[src/rtl/bus_trace_pkg.sv]
package bus_trace_pkg;
  typedef enum logic [1:0] {
    CYC_XFER   = 2'd0,
    CYC_WAIT   = 2'd1,
    CYC_NOLANE = 2'd2,
    CYC_ERR    = 2'd3
  } cycKindE;

  typedef struct packed {
    logic    capture;
    logic    waitFlag;
    cycKindE kind;
  } ctrlStrobeS;

  localparam logic FMT_CLOCK_CYCLE = 1'b0;
endpackage

[src/rtl/bus_trace_ctrl.sv]
module bus_trace_ctrl
  import bus_trace_pkg::*;
#(
  parameter int LANES = 4
) (
  input  logic             clk,
  input  logic             rstN,
  input  logic             busActive,
  input  logic             busWait,
  input  logic [LANES-1:0] busByteEn,
  input  logic             busAddrErr,
  output ctrlStrobeS       strobe,
  output logic             recValid
);
  logic noLanes;

  assign noLanes = (busByteEn == '0);

  // Classification order: error first, then wait, then empty lanes.
  always_comb begin
    strobe.capture  = busActive;
    strobe.waitFlag = busWait | noLanes;
    if (busAddrErr)   strobe.kind = CYC_ERR;
    else if (busWait) strobe.kind = CYC_WAIT;
    else if (noLanes) strobe.kind = CYC_NOLANE;
    else              strobe.kind = CYC_XFER;
  end

  always_ff @(posedge clk) begin
    if (!rstN) recValid <= 1'b0;
    else       recValid <= busActive;
  end
endmodule

[src/rtl/bus_trace_dp.sv]
module bus_trace_dp
  import bus_trace_pkg::*;
#(
  parameter int ADDR_W = 32,
  parameter int DATA_W = 32
) (
  input  logic              clk,
  input  logic              rstN,
  input  ctrlStrobeS        strobe,
  input  logic [ADDR_W-1:0] busAddr,
  input  logic [DATA_W-1:0] busData,
  output logic [ADDR_W-1:0] recWord0,
  output logic [DATA_W-1:0] recWord1
);
  localparam int BYTES = DATA_W / 8;
  localparam logic [DATA_W-1:0] MARK_WAIT   = '0;
  localparam logic [DATA_W-1:0] MARK_NOLANE = {BYTES{8'h11}};
  localparam logic [DATA_W-1:0] MARK_ERR    = {BYTES{8'h22}};

  logic [ADDR_W-1:0] word0Next;
  logic [DATA_W-1:0] word1Next;

  assign word0Next = {FMT_CLOCK_CYCLE, strobe.waitFlag, busAddr[ADDR_W-1:2]};

  always_comb begin
    unique case (strobe.kind)
      CYC_ERR:    word1Next = MARK_ERR;
      CYC_WAIT:   word1Next = MARK_WAIT;
      CYC_NOLANE: word1Next = MARK_NOLANE;
      default:    word1Next = busData;
    endcase
  end

  always_ff @(posedge clk) begin
    if (!rstN) begin
      recWord0 <= '0;
      recWord1 <= '0;
    end else if (strobe.capture) begin
      recWord0 <= word0Next;
      recWord1 <= word1Next;
    end
  end
endmodule

[src/rtl/bus_trace_encoder.sv]
module bus_trace_encoder
  import bus_trace_pkg::*;
#(
  parameter int ADDR_W = 32,
  parameter int DATA_W = 32
) (
  input  logic                clk,
  input  logic                rstN,
  input  logic                busActive,
  input  logic [ADDR_W-1:0]   busAddr,
  input  logic [DATA_W-1:0]   busData,
  input  logic                busWait,
  input  logic [DATA_W/8-1:0] busByteEn,
  input  logic                busAddrErr,
  output logic                recValid,
  output logic [ADDR_W-1:0]   recWord0,
  output logic [DATA_W-1:0]   recWord1
);
  localparam int LANES = DATA_W / 8;

  ctrlStrobeS strobe;

  bus_trace_ctrl #(.LANES(LANES)) u_ctrl (
    .clk(clk), .rstN(rstN), .busActive(busActive), .busWait(busWait),
    .busByteEn(busByteEn), .busAddrErr(busAddrErr),
    .strobe(strobe), .recValid(recValid)
  );

  bus_trace_dp #(.ADDR_W(ADDR_W), .DATA_W(DATA_W)) u_dp (
    .clk(clk), .rstN(rstN), .strobe(strobe), .busAddr(busAddr),
    .busData(busData), .recWord0(recWord0), .recWord1(recWord1)
  );
endmodule

[config.mk]
export PLATFORM = sky130hd
export DESIGN_NAME = bus_trace_encoder
export DESIGN_NICKNAME = d
export VERILOG_FILES = /design/src/rtl/bus_trace_pkg.sv /design/src/rtl/bus_trace_ctrl.sv /design/src/rtl/bus_trace_dp.sv /design/src/rtl/bus_trace_encoder.sv
export SDC_FILE = /design/constraint.sdc
export NUM_CORES = 1
export LEC_CHECK = 0
export BUFFER_PORTS_ARGS = -buffer_cell sky130_fd_sc_hd__buf_4
export CAP_MARGIN = 20
export CORE_MARGIN = 8
export CORE_UTILIZATION = 31
export CTS_CLUSTER_DIAMETER = 100
export DETAILED_ROUTE_END_ITERATION = 8
export GPL_TIMING_DRIVEN = 1
export PLACE_DENSITY = 0.69
export SLEW_MARGIN = 40
export SYNTH_ARGS = -nofsm -noshare
export SYNTH_HDL_FRONTEND = slang
export SYNTH_HIERARCHICAL = 1
export SYNTH_SLANG_ARGS = --single-unit
[constraint.sdc]
create_clock -name clk -period 1.5 [get_ports clk]
set_input_delay 0.3 -clock clk [delete_from_list [all_inputs] [get_ports clk]]
set_output_delay 0.3 -clock clk [all_outputs]
set_load 0.005 [all_outputs]
Word level (Yosys, flattened, before mapping)
Index checks and enable logic that the tools add are counted.

operators by class
  reductions and logical operators = 1
  equal/unequal tests = 3
  bitwise logic cells = 1
  muxes and demuxes = 4

operators with widths
  cell                                                                    count
  32-bit one-hot mux with 3 select lines                                  1
  2-bit 2-to-1 mux                                                        3
  2-bit equality test (second input constant)                             2
  4-bit zero test                                                         1
  2-bit by 1-bit equality test with 1-bit output (second input constant)  1
  1-bit bitwise OR                                                        1

storage, ports and cells
  register bits after elaboration = 64

Longest topological paths before layout
Gate-level depths: netlist of the first run.

  depth in word-level cells = 6
  mapped depth = 7
  mapped depth without buffers = 5

Modules after synthesis
The synthesis of the first run kept the hierarchy.

by module, submodules not included
  module          cells each  area each (um^2)  instances
  bus_trace_dp    255         2,558.7           1
  bus_trace_ctrl  8           70.1              1

Worst setup path before layout of the first run
No wires, ideal clock.

  path kind = input-to-reg
  from = in busByteEn[1]
  to = reg u_dp.recWord1[13]
  path buffers = 2
  slack = 0.177 ns
  library setup time = 0.116 ns
  stages = 7
  arrival time = 1.207 ns
  cells stage by stage = nor4_2 > a21o_1 > buf_6 > nor2_8 > buf_8 > a21oi_2 > nor2_1

RTL lines
  what                  RTL line                 text
  start, declared       bus_trace_encoder.sv:13  input logic [DATA_W/8-1:0] busByteEn,
  end signal, assigned  bus_trace_dp.sv:40       recWord1 <= word1Next;
  end, declared         bus_trace_dp.sv:13       output logic [DATA_W-1:0] recWord1

==> impl_metrics.toml, run 1 <==
[power]
pwr-share-clk = 0.409
total_power_uw = 4020
p_sw_frac = 0.230
leakage_uw = 0.00179
p_comb_frac = 0.137
intPower_uw = 3090
pwr-share-seq = 0.453
powerDensity_nw_per_um2 = 1030
p_switching_uw = 923
irDropWorstVdd_mv = 0.466

[die]
die_y_um = 108
io_pins = 138
die_area_um2 = 11700
coreArea_um2 = 8220
fp.dieW_um = 108
rows = 33
initial_utilization = 0.320

[worst_hold_path]
hp-start = "busData[5]"
min_path_type = "input port to flop"
min_to = "u_dp/recWord1[5]$_SDFFE_PN0P_"
hold_depth = 3

[critical_path]
r2r-start = "u_dp/recWord1[20]$_SDFFE_PN0P_"
r2r_slack_ps = 790
cp_max_fo = 24
worstRegToRegCells = 3
crit_type = "input port to flop"
worst_ep_required_time_ps = 1750
startpoint = "busByteEn[3]"
crit_chain = "buf_4 -> nor4_2 -> a21o_1 -> buf_4 -> nor2_8 -> nand3_1 -> a21boi_0"
reg2reg_to = "u_dp/recWord1[20]$_SDFFE_PN0P_"
cpLargestDelayFamily = "simple AND/OR/NAND/NOR gates"
path_common_cell = "buf_4"
path_buf_inv = 2
crit_arrival_ps = 1440
cp-end-kind = "flop"
cp_slowest_cell = "nor2_8"
start_kind = "input port"
critPathMaxStageDelay_ps = 350

[timing]
worst_slew_pin_slew_ps = 512
max_freq_ghz = 0.841
drv_slew = 0
grt_setup_unrepaired = "no"
period_share = 0.793
setup_ws_ps = 311
max_slew_margin = 0.658
period_minus_slack_ps = 1190
setup_viol = 0
clock-skew-final_ps = 0
hold_viol_final = 0

[outcome]
status = "finished, final reports clean"

[synth]
ys_seq_area_frac = 0.487
synth_top_area_share = 0.487
synth_top_area_cell = "dfxtp_1"
netlist_instances = 263
synth_area_leaders = "dfxtp_1, mux2i_1, nor2b_1, nand2b_1, a21boi_1"
syn_area_um2 = 2630
synth-seq-cells = 64
synth_enable_flop_cells = 0
synthesis.nets = 336
yosys_warnings = 6
synth.top_cells.by_count = "dfxtp_1, mux2i_1, nor2b_1"
async_flop_share = 0
synth.distinct_cells = 26
ys.flop_type = "dfxtp_1"
synth.avg_cell_area_um2 = 10.0
synth_most_common_cell = "dfxtp_1"

[placement]
gp_congestion = 0.680
place_area_um2 = 3680
buffer_ports.inserted = 134
hpwl_um = 5300
pre_cts_ws_ps = -28.0

[global_routing]
grt_overflow = 0
track_usage = 0.121
grt_pass1_vias = 2231
grt_pass1_wl_um = 11200
grt_max_degree = 65
antenna_found_initial = 0

[clock_tree]
root_buffer = "clkbuf_8"
cts_max_level = 3
clockBufferDepth = 2
cts.sink_count = 64
cts_tree = "built"
post-cts-setup-buffers = 0
cts_inserted_buffers = 9
cts.reportedPaths.clkPinSlew_ps = 70
hold_buffers = 0
cts_resized = 0
clk_latency_ps = 340

[route]
postRouteAntennaNets = 0
drc = 0
wire_per_inst_um = 14.5
vias = 2205
via_per_inst = 4.41
drt-total-wl_um = 7260
dr.pass1.iters = 4
drt_iter0_drc = 143

[final_layout]
diodes = 0
nNetsFinal = 463
area_delta_synth_final_pct = 48.5
layout-drive-gt1-share = 0.418
final_cell_area_um2 = 3900

[job]
drv_cap = 0
## per-layer routing
metal	vias to the layer above	track usage	part of all wire
met4	0	0.0486	0.015
met3	10	0.0714	0.12
li1	1114	-	-
met5	-	0	0
met1	986	0.136	0.42
met2	95	0.184	0.45
## through the flow
stage	hold slack (ps)	setup TNS, ps	utilization	cells
floorplan	422	0	-	263
global placement	456	0	0.448	484
detailed placement	461	-68.5	0.448	484
CTS	182	0	0.475	500
global route	185	0	0.475	500
finish	196	0	0.475	500
## power groups by stage
stage,clock (uW),sequential [uW],combinational (uW)
6_report,1640,1820,551
5_1_grt,1780,1830,605
3_3_place_gp,0,1850,550
2_1_floorplan,0,1860,245
4_1_cts,1690,1820,562
3_5_place_dp,0,1860,561
## cell type report
cell class	instances	area (um2)
fill	814	4310
multi-input combinational	167	1150
sequential	64	1280
timing repair buffer	139	1080
tap	105	131
inverter	9	33.8
clock buffer	11	141
clock inverter	5	80.1
## registers in the layout, indices dropped and copies added, names as in the netlist
register / flops
u_dp/recWord1: 32
u_ctrl/recValid: 1
u_dp/recWord0: 31
## cell families (layout without fill, tap and decap cells)
family,after synthesis,in the layout,share of synthesized area
flip-flops,64,64,0.487
multiplexers,31,31,0.118
buffers and inverters,32,164,0.0738
AO/OA/AOI/OAI,42,42,0.113
AND/OR/NAND/NOR,93,93,0.206
other,1,1,0.00143
## worst reg2reg max path: stages, from the launching register on
cell and delay [ps]:
dfxtp_1 340, inv_1 40, o22ai_1 130, and2_1 140
## worst max path at each step
| stage | to | slack [ps] | cells after the start |
|---|---|---|---|
| 4_1_cts | u_dp/recWord1[30]$_SDFFE_PN0P_ | 320 | 7 |
| 2_1_floorplan | u_dp/recWord1[13]$_SDFFE_PN0P_ | 180 | 7 |
| 6_report | u_dp/recWord1[30]$_SDFFE_PN0P_ | 310 | 7 |
| 3_3_place_gp | u_dp/recWord1[2]$_SDFFE_PN0P_ | 1 | 7 |
| 3_5_place_dp | u_dp/recWord1[30]$_SDFFE_PN0P_ | -30 | 7 |
| 5_1_grt | u_dp/recWord1[30]$_SDFFE_PN0P_ | 180 | 7 |
## cell usage in the layout, fill, tap and decap left out, types with 2 or more instances in the layout
master,instances
inv_1,9
dfxtp_1,64
a21boi_1,13
mux2i_1,31
and2_1,9
a21oi_2,8
nand2b_1,17
buf_12,3
a21boi_0,3
bufinv_16,2
clkbuf_8,10
nor2_1,16
o21ai_0,8
nor2b_1,31
nand3_1,16
clkinvlp_4,2
buf_4,136
o22ai_1,8
Power figures use the tool's default switching activity.
==> inputs of run 2 (changes only) <==
--- a/config.mk
+++ b/config.mk
@@ -5,6 +5,7 @@
 export SDC_FILE = /design/constraint.sdc
 export NUM_CORES = 1
 export LEC_CHECK = 0
+export ABC_AREA = 1
 export BUFFER_PORTS_ARGS = -buffer_cell sky130_fd_sc_hd__buf_4
 export CAP_MARGIN = 20
 export CORE_MARGIN = 8
==> constraint.sdc (replaced) <==
create_clock -name clk -period 1.1 [get_ports clk]
set_input_delay 0.22 -clock clk [delete_from_list [all_inputs] [get_ports clk]]
set_output_delay 0.22 -clock clk [all_outputs]
set_load 0.005 [all_outputs]
==> run 2 against run 1 <==
Synthesized cell count up 30%. First-iteration DRC count decreased by 24%. Register-to-register slack lost 360 ps. Clock-buffer cell count stayed put. Clock power rose by 25%. Final cell count increased by 17%. Largest cell class unchanged.
==> impl_metrics.toml, run 2 <==
[synth]
synth-seq-cells = 64
synth_most_common_cell = "nand2_1"
synth.top_cells.by_count = "nand2_1, dfxtp_1, nor2_1"
yosys_warnings = 6
async_flop_share = 0
synth_top_area_cell = "dfxtp_1"
synth_area_leaders = "dfxtp_1, nand2_1, nor2_1, o21ai_0, a21oi_1"
ys_seq_area_frac = 0.500
synth.distinct_cells = 18
synth.avg_cell_area_um2 = 7.51
synth_top_area_share = 0.500
synthesis.nets = 414
netlist_instances = 341
ys.flop_type = "dfxtp_1"
synth_enable_flop_cells = 0
syn_area_um2 = 2560

[global_routing]
grt_use_met3 = 0.0630
grt_max_degree = 57
use_met1 = 0.147
met2_usage = 0.228
antenna_found_initial = 0
grt_pass1_wl_um = 12600
grt_overflow = 0
grt.busiest_layer = "met2"
track_usage = 0.136
grt_pass1_vias = 2581

[final_layout]
final_cell_area_um2 = 3890
top_register = "u_dp/recWord1"
final_common_cell = "buf_4"
final_cell_mix = "buf_4, nand2_1, dfxtp_1, nor2_1, o21ai_0"
nNetsFinal = 547
multi_input_area_um2 = 1020
largestRegisters = "u_dp/recWord1 x32, u_dp/recWord0 x31, u_ctrl/recValid x1"
area_delta_synth_final_pct = 52.0
fill_cells = 817
diodes = 0
largest_register_ffs = 32
fin_util = 0.479
register_area_um2 = 1280
layout-drive-gt1-share = 0.384

[critical_path]
path_buf_inv = 1
crit_chain = "buf_4"
critPathMaxStageDelay_ps = 360
crit_type = "flop to primary output"
cp-end-kind = "primary output"
worst_ep_required_time_ps = 880
cp_max_fo = 2
cp_slowest_cell = "dfxtp_1"
crit_arrival_ps = 830
start_kind = "flop"
cpLargestDelayFamily = "flip-flops"

[placement]
hpwl_um = 5790
buffer_ports.inserted = 134
place_area_um2 = 3690
gp_congestion = 0.714

[timing]
grt_setup_unrepaired = "no"
period_share = 0.952
max_freq_ghz = 0.955
hold_viol_final = 0
period_minus_slack_ps = 1050
setup_viol = 0
drv_slew = 0
clock-skew-final_ps = 0

[die]
initial_utilization = 0.315
die_y_um = 107
coreArea_um2 = 8130
io_pins = 138
fp.dieW_um = 107
rows = 33
die_area_um2 = 11400

[outcome]
status = "finished, final reports clean"

[clock_tree]
hold_buffers = 0
cts_resized = 0
cts.reportedPaths.clkPinSlew_ps = 70
clockBufferDepth = 2
cts.sink_count = 64
cts_inserted_buffers = 9
cts_tree = "built"
post-cts-setup-buffers = 0
clk_latency_ps = 340
cts_max_level = 3
root_buffer = "clkbuf_8"

[route]
postRouteAntennaNets = 0
vias = 2564
wire_per_inst_um = 13.3
drt_iter0_drc = 109
via_per_inst = 4.39
drc = 0
drt-total-wl_um = 7770
dr.pass1.iters = 4

[worst_hold_path]
min_path_type = "input port to flop"

[power]
irDropWorstVdd_mv = 0.693
leakage_uw = 0.00191
powerDensity_nw_per_um2 = 1370

[job]
drv_cap = 0
==> run 2: cell count changes in the layout (fill, tap and decap cells not counted), sizes merged, moves of 17 or more <==
cell,previous run,this run
nand2,0,85
nor2,17,66
mux2i,31,0
nor2b,31,0
o21ai,8,39
a21oi,8,33
inv,9,30
nand2b,17,0
==> run 2: through the flow <==
step	cells	setup WS (ps)	hold WS [ps]	power (uW)	TNS, ps
finish	584	52.4	98.8	5320	0
global route	584	3.87	89.0	5620	0
floorplan	341	75.6	313	2860	0
detailed placement	568	-100	450	3330	-1990
global placement	568	-80.9	441	3320	-1640
CTS	584	21.8	81.7	5440	0
==> run 2: routing by layer <==
metal  routed length [um]  vias up
met5                    0        -
met4                   78        0
met3                  751        8
met2                 3890       80
met1                 3050     1162
li1                     -     1314
==> run 2: path summary, 6_finish.rpt <==
check                           slack, ps                             end  depth (start not counted)                            from
worst max register to register        430   u_dp/recWord0[1]$_SDFFE_PN0P_                          2   u_dp/recWord0[1]$_SDFFE_PN0P_
worst min register to register        470  u_dp/recWord1[27]$_SDFFE_PN0P_                          2  u_dp/recWord1[27]$_SDFFE_PN0P_
worst max-delay path                   50                    recWord1[20]                          1  u_dp/recWord1[20]$_SDFFE_PN0P_
worst min-delay path                  100   u_dp/recWord0[7]$_SDFFE_PN0P_                          3                      busAddr[9]
==> run 2: layout make-up <==
class / instances / share of cell area
clock buffer: 11 / 0.0389
inverter: 30 / 0.0296
sequential: 64 / 0.329
tap: 105 / 0.0337
multi-input combinational: 225 / 0.261
timing repair buffer: 144 / 0.294
clock inverter: 5 / 0.0141
==> run 2: worst reg2reg max path, cell delays in order (launching register included) <==
cell     delay (ps)
dfxtp_1         310
o21ai_0         200
nor2_1           60
==> run 2: report_power, final <==
part	switching (uW)	internal (uW)	leakage, uW
logic	348	427	0.00128
registers	58.7	2440	0.000527
clock network	889	1160	0.000101
total	1300	4030	0.00191
==> run 2: logic make-up (layout without fill, tap and decap cells) <==
| group | after synthesis | count (layout) | synth area share |
|---|---|---|---|
| AOI/OAI and AO/OA | 72 | 72 | 0.155 |
| buffers and inverters | 52 | 190 | 0.104 |
| DFF | 64 | 64 | 0.500 |
| other | 1 | 1 | 0.00146 |
| and+or+nand+nor | 152 | 152 | 0.240 |
